## src/rtl/aes_kx_pkg.sv

```systemverilog
package aes_kx_pkg;
  localparam int WORD_W = 32;
  localparam int MAX_NK = 8;
  localparam int KEY_W  = WORD_W * MAX_NK;
  localparam int BLK_W  = 4 * WORD_W;
  localparam int IDX_W  = 6;
  localparam int PH_W   = 3;

  typedef struct packed {
    logic load;      // latch master key, reset constant
    logic step;      // produce one word this cycle
    logic fromKey;   // word comes straight from the master key
    logic rotSub;    // rotate + substitute + constant
    logic plainSub;  // substitute only (long keys)
    logic capture;   // fourth word of a round key
  } kx_strobe_t;

  function automatic logic [7:0] gfDouble(input logic [7:0] a);
    return {a[6:0], 1'b0} ^ (a[7] ? 8'h1B : 8'h00);
  endfunction

  function automatic logic [7:0] gfMul(input logic [7:0] a, input logic [7:0] b);
    logic [7:0] acc;
    logic [7:0] run;
    acc = 8'h00;
    run = a;
    for (int i = 0; i < 8; i++) begin
      if (b[i]) acc = acc ^ run;
      run = gfDouble(run);
    end
    return acc;
  endfunction

  // x^254 is the field inverse (0 maps to 0)
  function automatic logic [7:0] gfInv(input logic [7:0] a);
    logic [7:0] acc;
    logic [7:0] pw;
    acc = 8'h01;
    pw  = a;
    for (int i = 1; i < 8; i++) begin
      pw  = gfMul(pw, pw);
      acc = gfMul(acc, pw);
    end
    return acc;
  endfunction

  function automatic logic [7:0] sboxByte(input logic [7:0] a);
    logic [7:0] v;
    v = gfInv(a);
    return v ^ {v[6:0], v[7]} ^ {v[5:0], v[7:6]} ^ {v[4:0], v[7:5]}
             ^ {v[3:0], v[7:4]} ^ 8'h63;
  endfunction
endpackage

```

## src/rtl/aes_kx_subword.sv

```systemverilog
module aes_kx_subword
  import aes_kx_pkg::*;
(
  input  logic [WORD_W-1:0] wordIn,
  output logic [WORD_W-1:0] wordOut
);
  localparam int NBYTE = WORD_W / 8;

  for (genvar b = 0; b < NBYTE; b++) begin : gByte
    assign wordOut[8*b +: 8] = sboxByte(wordIn[8*b +: 8]);
  end
endmodule

```

## src/rtl/aes_kx_datapath.sv

```systemverilog
module aes_kx_datapath
  import aes_kx_pkg::*;
(
  input  logic              clk,
  input  logic              rstN,
  input  kx_strobe_t        strb,
  input  logic [3:0]        nkWords,
  input  logic [KEY_W-1:0]  keyIn,
  output logic [BLK_W-1:0]  roundKey
);
  logic [KEY_W-1:0]  keyReg;
  logic [WORD_W-1:0] win [MAX_NK];
  logic [7:0]        rcon;
  logic [3*WORD_W-1:0] coll;
  logic [WORD_W-1:0] farWord, nearWord, subIn, subOut, temp, newWord;

  assign nearWord = win[0];

  always_comb begin
    case (nkWords)
      4'd6:    farWord = win[5];
      4'd8:    farWord = win[7];
      default: farWord = win[3];
    endcase
  end

  assign subIn = strb.rotSub ? {nearWord[WORD_W-9:0], nearWord[WORD_W-1 -: 8]} : nearWord;

  aes_kx_subword subword_i (
    .wordIn (subIn),
    .wordOut(subOut)
  );

  always_comb begin
    if (strb.rotSub)        temp = subOut ^ {rcon, {(WORD_W-8){1'b0}}};
    else if (strb.plainSub) temp = subOut;
    else                    temp = nearWord;
    newWord = strb.fromKey ? keyReg[KEY_W-1 -: WORD_W] : (farWord ^ temp);
  end

  always_ff @(posedge clk) begin
    if (!rstN) begin
      keyReg   <= '0;
      rcon     <= 8'h01;
      coll     <= '0;
      roundKey <= '0;
      for (int j = 0; j < MAX_NK; j++) win[j] <= '0;
    end else begin
      if (strb.load) begin
        keyReg <= keyIn;
        rcon   <= 8'h01;
      end else if (strb.step) begin
        keyReg <= {keyReg[KEY_W-WORD_W-1:0], {WORD_W{1'b0}}};
        coll   <= {coll[2*WORD_W-1:0], newWord};
        win[0] <= newWord;
        for (int j = 1; j < MAX_NK; j++) win[j] <= win[j-1];
        if (strb.rotSub) rcon <= gfDouble(rcon);
        if (strb.capture) roundKey <= {coll, newWord};
      end
    end
  end

  AST_RCON_LIVE: assert property (@(posedge clk) disable iff (!rstN)
    strb.rotSub |-> (rcon != 8'h00));
  AST_SUB_EXCLUSIVE: assert property (@(posedge clk) disable iff (!rstN)
    strb.step |-> $countones({strb.fromKey, strb.rotSub, strb.plainSub}) <= 1);
endmodule

```

## src/rtl/aes_kx_ctrl.sv

```systemverilog
module aes_kx_ctrl
  import aes_kx_pkg::*;
(
  input  logic       clk,
  input  logic       rstN,
  input  logic       start,
  input  logic [1:0] keySize,
  input  logic       outReady,
  output kx_strobe_t strb,
  output logic [3:0] nkWords,
  output logic       outValid,
  output logic       outLast
);
  logic             busy;
  logic [1:0]       sizeReg;
  logic [IDX_W-1:0] wordIdx, lastIdx;
  logic [PH_W-1:0]  phase;
  logic [1:0]       lane;
  logic             accept;

  always_comb begin
    case (sizeReg)
      2'd1:    nkWords = 4'd6;
      2'd2:    nkWords = 4'd8;
      default: nkWords = 4'd4;
    endcase
    lastIdx = {nkWords, 2'b00} + IDX_W'(27);  // 4*(Nk+6)+3
  end

  assign accept = start && !busy && !outValid && (keySize != 2'd3);

  always_comb begin
    strb          = '0;
    strb.load     = accept;
    strb.step     = busy && !(lane == 2'd3 && outValid && !outReady);
    strb.fromKey  = wordIdx < {2'b00, nkWords};
    strb.rotSub   = !strb.fromKey && (phase == '0);
    strb.plainSub = !strb.fromKey && (nkWords == 4'd8) && (phase == PH_W'(4));
    strb.capture  = strb.step && (lane == 2'd3);
  end

  always_ff @(posedge clk) begin
    if (!rstN) begin
      busy     <= 1'b0;
      sizeReg  <= 2'd0;
      wordIdx  <= '0;
      phase    <= '0;
      lane     <= '0;
      outValid <= 1'b0;
      outLast  <= 1'b0;
    end else begin
      if (accept) begin
        busy    <= 1'b1;
        sizeReg <= keySize;
        wordIdx <= '0;
        phase   <= '0;
        lane    <= '0;
      end else if (strb.step) begin
        wordIdx <= wordIdx + 1'b1;
        lane    <= lane + 1'b1;
        phase   <= ({1'b0, phase} == nkWords - 4'd1) ? '0 : phase + 1'b1;
        if (wordIdx == lastIdx) busy <= 1'b0;
      end
      if (strb.capture) begin
        outValid <= 1'b1;
        outLast  <= (wordIdx == lastIdx);
      end else if (outReady) begin
        outValid <= 1'b0;
      end
    end
  end

  AST_WORD_BOUND: assert property (@(posedge clk) disable iff (!rstN)
    busy |-> wordIdx <= lastIdx);
  AST_PHASE_BOUND: assert property (@(posedge clk) disable iff (!rstN)
    busy |-> {1'b0, phase} < nkWords);
  AST_LONG_ONLY_SUB: assert property (@(posedge clk) disable iff (!rstN)
    strb.plainSub |-> sizeReg == 2'd2);
endmodule

```

## src/rtl/aes_key_expander.sv

```systemverilog
module aes_key_expander
  import aes_kx_pkg::*;
(
  input  logic             clk,
  input  logic             rstN,
  input  logic             start,
  input  logic [1:0]       keySize,
  input  logic [KEY_W-1:0] masterKey,
  input  logic             outReady,
  output logic             outValid,
  output logic [BLK_W-1:0] outKey,
  output logic             outLast
);
  kx_strobe_t strb;
  logic [3:0] nkWords;

  aes_kx_ctrl ctrl_i (
    .clk     (clk),
    .rstN    (rstN),
    .start   (start),
    .keySize (keySize),
    .outReady(outReady),
    .strb    (strb),
    .nkWords (nkWords),
    .outValid(outValid),
    .outLast (outLast)
  );

  aes_kx_datapath dp_i (
    .clk     (clk),
    .rstN    (rstN),
    .strb    (strb),
    .nkWords (nkWords),
    .keyIn   (masterKey),
    .roundKey(outKey)
  );

  AST_HOLD_BEAT: assert property (@(posedge clk) disable iff (!rstN)
    (outValid && !outReady) |=> (outValid && $stable(outKey) && $stable(outLast)));
  AST_LAST_DROP: assert property (@(posedge clk) disable iff (!rstN)
    (outValid && outLast && outReady) |=> !outValid);
endmodule

```

## config.mk

```make
export PLATFORM = sky130hd
export DESIGN_NAME = aes_key_expander
export DESIGN_NICKNAME = d
export VERILOG_FILES = /design/src/rtl/aes_kx_pkg.sv /design/src/rtl/aes_kx_subword.sv /design/src/rtl/aes_kx_datapath.sv /design/src/rtl/aes_kx_ctrl.sv /design/src/rtl/aes_key_expander.sv
export SDC_FILE = /design/constraint.sdc
export NUM_CORES = 2
export LEC_CHECK = 0
export BUFFER_PORTS_ARGS = -buffer_cell sky130_fd_sc_hd__buf_4
export CAP_MARGIN = 20
export CORE_MARGIN = 2
export CORE_UTILIZATION = 58
export DETAILED_ROUTE_END_ITERATION = 10
export PLACE_DENSITY = 0.88
export SETUP_SLACK_MARGIN = 0.1
export SLEW_MARGIN = 20
export SYNTH_ARGS = -nofsm -noshare
export SYNTH_HDL_FRONTEND = slang
export SYNTH_HIERARCHICAL = 1
export SYNTH_SLANG_ARGS = --single-unit
```

## constraint.sdc

```tcl
create_clock -name clk -period 18.18 [get_ports clk]
set_input_delay 5.454 -clock clk [delete_from_list [all_inputs] [get_ports clk]]
set_output_delay 5.454 -clock clk [all_outputs]
set_load 0.01 [all_outputs]
```

==> flow_summary.toml <==
[run_status]
status = "finished, final reports clean"

[timing]
final-max-slew-violation-count = 0
holdWs_ns = 0.454
setup_violations = 0
finalWorstSetupSlack_ns = 0.608
setup_tns_ns = 0
fin_crit_sh_pct = 96.7
fmax_mhz = 56.9
hold_violations = 0
worst_pin_slew_ns = 1.17
finClkSkew_ns = 0.0247
slew_headroom_pct = 22.2
fin_crit_ns = 17.57

[cells_and_area]
syn2layout_area_growth_pct = 14.3
layout.area.seq_um2 = 17800
fillers = 12200
utilization_pct = 66.8
layout.nets = 11700
multi_input_comb_area_um2 = 71300
drive_above_1_share_pct = 17.2

[logic_synthesis]
syn_area_per_cell_um2 = 8.10
ys_warn_count = 6
synth_edf_count = 256
synth_compound_area_share_pct = 16.8
yosys.area_share.adder_pct = 0.592
async_reset_ff_share_pct = 0
ys_ff_latch = 760
synthMuxAreaShare_pct = 6.24
netlist_area_um2 = 90000
synth_top_area_cell = "xnor2_1"
postSynthCellCount = 11100
synthXorXnorAreaFrac_pct = 31.0
yosysSeqAreaShare_pct = 19.8
synth_top_cell_area_share_pct = 15.0
syn_nets = 11400
synth_top_family_by_area = "XOR/XNOR gates"
yosys_most_used_dff = "dfxtp_1"
synthDistinctLibCells = 130
yosys-top-cells-area = "xnor2_1, dfxtp_1, edfxtp_1"
yosys.area_share.simple_pct = 21.3

[worst_setup_path]
crit_required_ns = 18.52
crit_arrival_ns = 17.91
start_kind = "flip-flop"
cp_slowest_stage_delay_ns = 0.52
cp_max_fo = 30
critPathMostFrequentCell = "xnor2_2"
crit_buf_inv = 13
path_delay_family = "compound AO/OA/AOI/OAI gates"
path_class = "reg -> reg"
critPathCaptureType = "flip-flop"
critPathSlowestCell = "xnor3_2"

[placement]
hpwl_um = 198000
gp_congestion = 0.975
portBuffers = 391
dp_slack_ns = -1.14

[drt]
ant_nets = 0
dr_total_vias = 85400
first_pass_iters = 7
routedWlPerCell_um = 20.8
drc = 0
drtIter0Drc = 10500
wl_um = 282000
vias_per_cell = 6.29

[clock_network]
clock-root-buffer = "clkbuf_16"
clk_pin_slew_ns = 0.07
cts.sinks = 760
h-tree-depth = 3
clockBufferDepth = 3
cts_tree = "done"
cts_buffers = 69
cts_hold_buffers = 0
clk-insertion-delay-late_ns = 0.61

[grt]
grt_pass1_wl_um = 435000
gr-total-overflow = 0
grt_pass1_vias = 78200
grt_max_degree = 288
antenna_found_initial = 38
grt_usage_pct = 33.2

[job]
drv_cap = 0

[floorplanning]
io_pins = 392
die-area_um2 = 158000
rows = 144
chipHeight_um = 398
core_area_um2 = 154000
dieWidth_um = 398
initial_utilization_pct = 58.4

[hold_path]
hp-class = "reg -> reg"
sequential cells by signal (all words and copies together), names as in the netlist:
register,count
ctrl_i/busy,1
ctrl_i/lane,2
ctrl_i/outLast,1
ctrl_i/outValid,1
ctrl_i/phase,3
ctrl_i/sizeReg,2
ctrl_i/wordIdx,6
dp_i/coll,96
dp_i/keyReg,256
dp_i/rcon,8
dp_i/roundKey,128
dp_i/win,256
worst paths after layout:
check	to	start	slack, ns	depth (start not counted)
setup reg to reg	dp_i/win[0][30]$_SDFFCE_PN0P_	ctrl_i/sizeReg[0]$_SDFFE_PN0P_	0.61	73
hold reg to reg	dp_i/roundKey[114]$_SDFFE_PN0P_	dp_i/roundKey[114]$_SDFFE_PN0P_	0.45	2
hold / removal	dp_i/roundKey[114]$_SDFFE_PN0P_	dp_i/roundKey[114]$_SDFFE_PN0P_	0.45	2
setup / recovery	dp_i/win[0][30]$_SDFFCE_PN0P_	ctrl_i/sizeReg[0]$_SDFFE_PN0P_	0.61	73
metrics by stage:
step | cell area, µm² | instances
2_1_floorplan | 90000 | 11100
3_3_place_gp | 95600 | 13200
3_5_place_dp | 95700 | 13200
4_1_cts | 98900 | 13300
5_1_grt | 103000 | 13600
6_report | 103000 | 13600
worst min-delay path: cells and delay by family (launching register included):
family           cells  cell delay (ns)
AO/OA/AOI/OAI        1             0.05
AND/OR/NAND/NOR      1             0.05
flip-flops           1             0.31
what timing repair did:
item | 4_1_cts | 5_1_grt
setup buffers | 39 | 213
gates cloned | 0 | 1
gates resized for setup | 102 | 353
setup endpoints to repair | 96 | 96
pin swaps | 21 | 124
cell usage in the layout (no fill, tap or decap), types with 49 or more instances in the layout:
master     instances
a22o_1            77
nor3_1           229
a21boi_1         102
a32o_1            56
buf_4           1056
o22ai_1          124
nand2_1         1256
inv_1             78
edfxtp_1         256
nand3_1          267
and2_1           348
xor2_1           357
nor2b_1          103
xor2_2            68
xnor2_4           67
nand4_1           64
dfxtp_1          504
xnor3_2           75
xnor2_2          212
o21ai_1          297
clkbuf_16         73
and3_1           275
mux2_2            54
nor2_1          1168
a31oi_1           95
xnor3_1          216
nand2b_1          77
o211ai_1          80
a32oi_1           49
a21oi_1          456
xnor2_1         1383
a211oi_1          81
o21ai_0          339
mux2i_1          441
synthesized netlist by cell type, types with 106 or more instances:
cell	count
a21oi_1	472
and2_1	352
and3_1	278
buf_2	192
clkbuf_1	524
dfxtp_1	504
edfxtp_1	256
mux2i_1	456
nand2_1	1258
nand3_1	269
nor2_1	1179
nor2b_1	106
nor3_1	239
o21ai_0	345
o21ai_1	302
o22ai_1	125
xnor2_1	1539
xnor3_1	263
xor2_1	403
kinds of logic (layout without fill, tap and decap cells):
logic type / count (synthesis) / in the layout
flip-flops: 760 / 760
AND/OR/NAND/NOR: 4081 / 4081
other: 1 / 34
buffers and inverters: 924 / 1320
AO/OA/AOI/OAI: 2295 / 2295
XOR/XNOR: 2453 / 2453
multiplexers: 547 / 547
adder cells (fa/ha/maj): 44 / 44
layout make-up:
class                      count  area share (%)
clock inverter                22           0.212
antenna                       33          0.0803
sequential                   760            17.3
clock buffer                 100            1.95
inverter                     108           0.421
timing repair buffer        1090            8.23
tap                         2044            2.49
multi-input combinational   9421            69.3
layer usage:
metal	wire (µm)	track usage (%)	vias to the layer above
met3	26500	4.10	648
met1	116000	46.6	40700
met5	40	0	-
li1	-	-	39500
met2	130000	52.7	4515
met4	9310	11.2	8
Power is not shown: default switching activity piles up to over one toggle a cycle in this logic, so the estimate is an artifact.
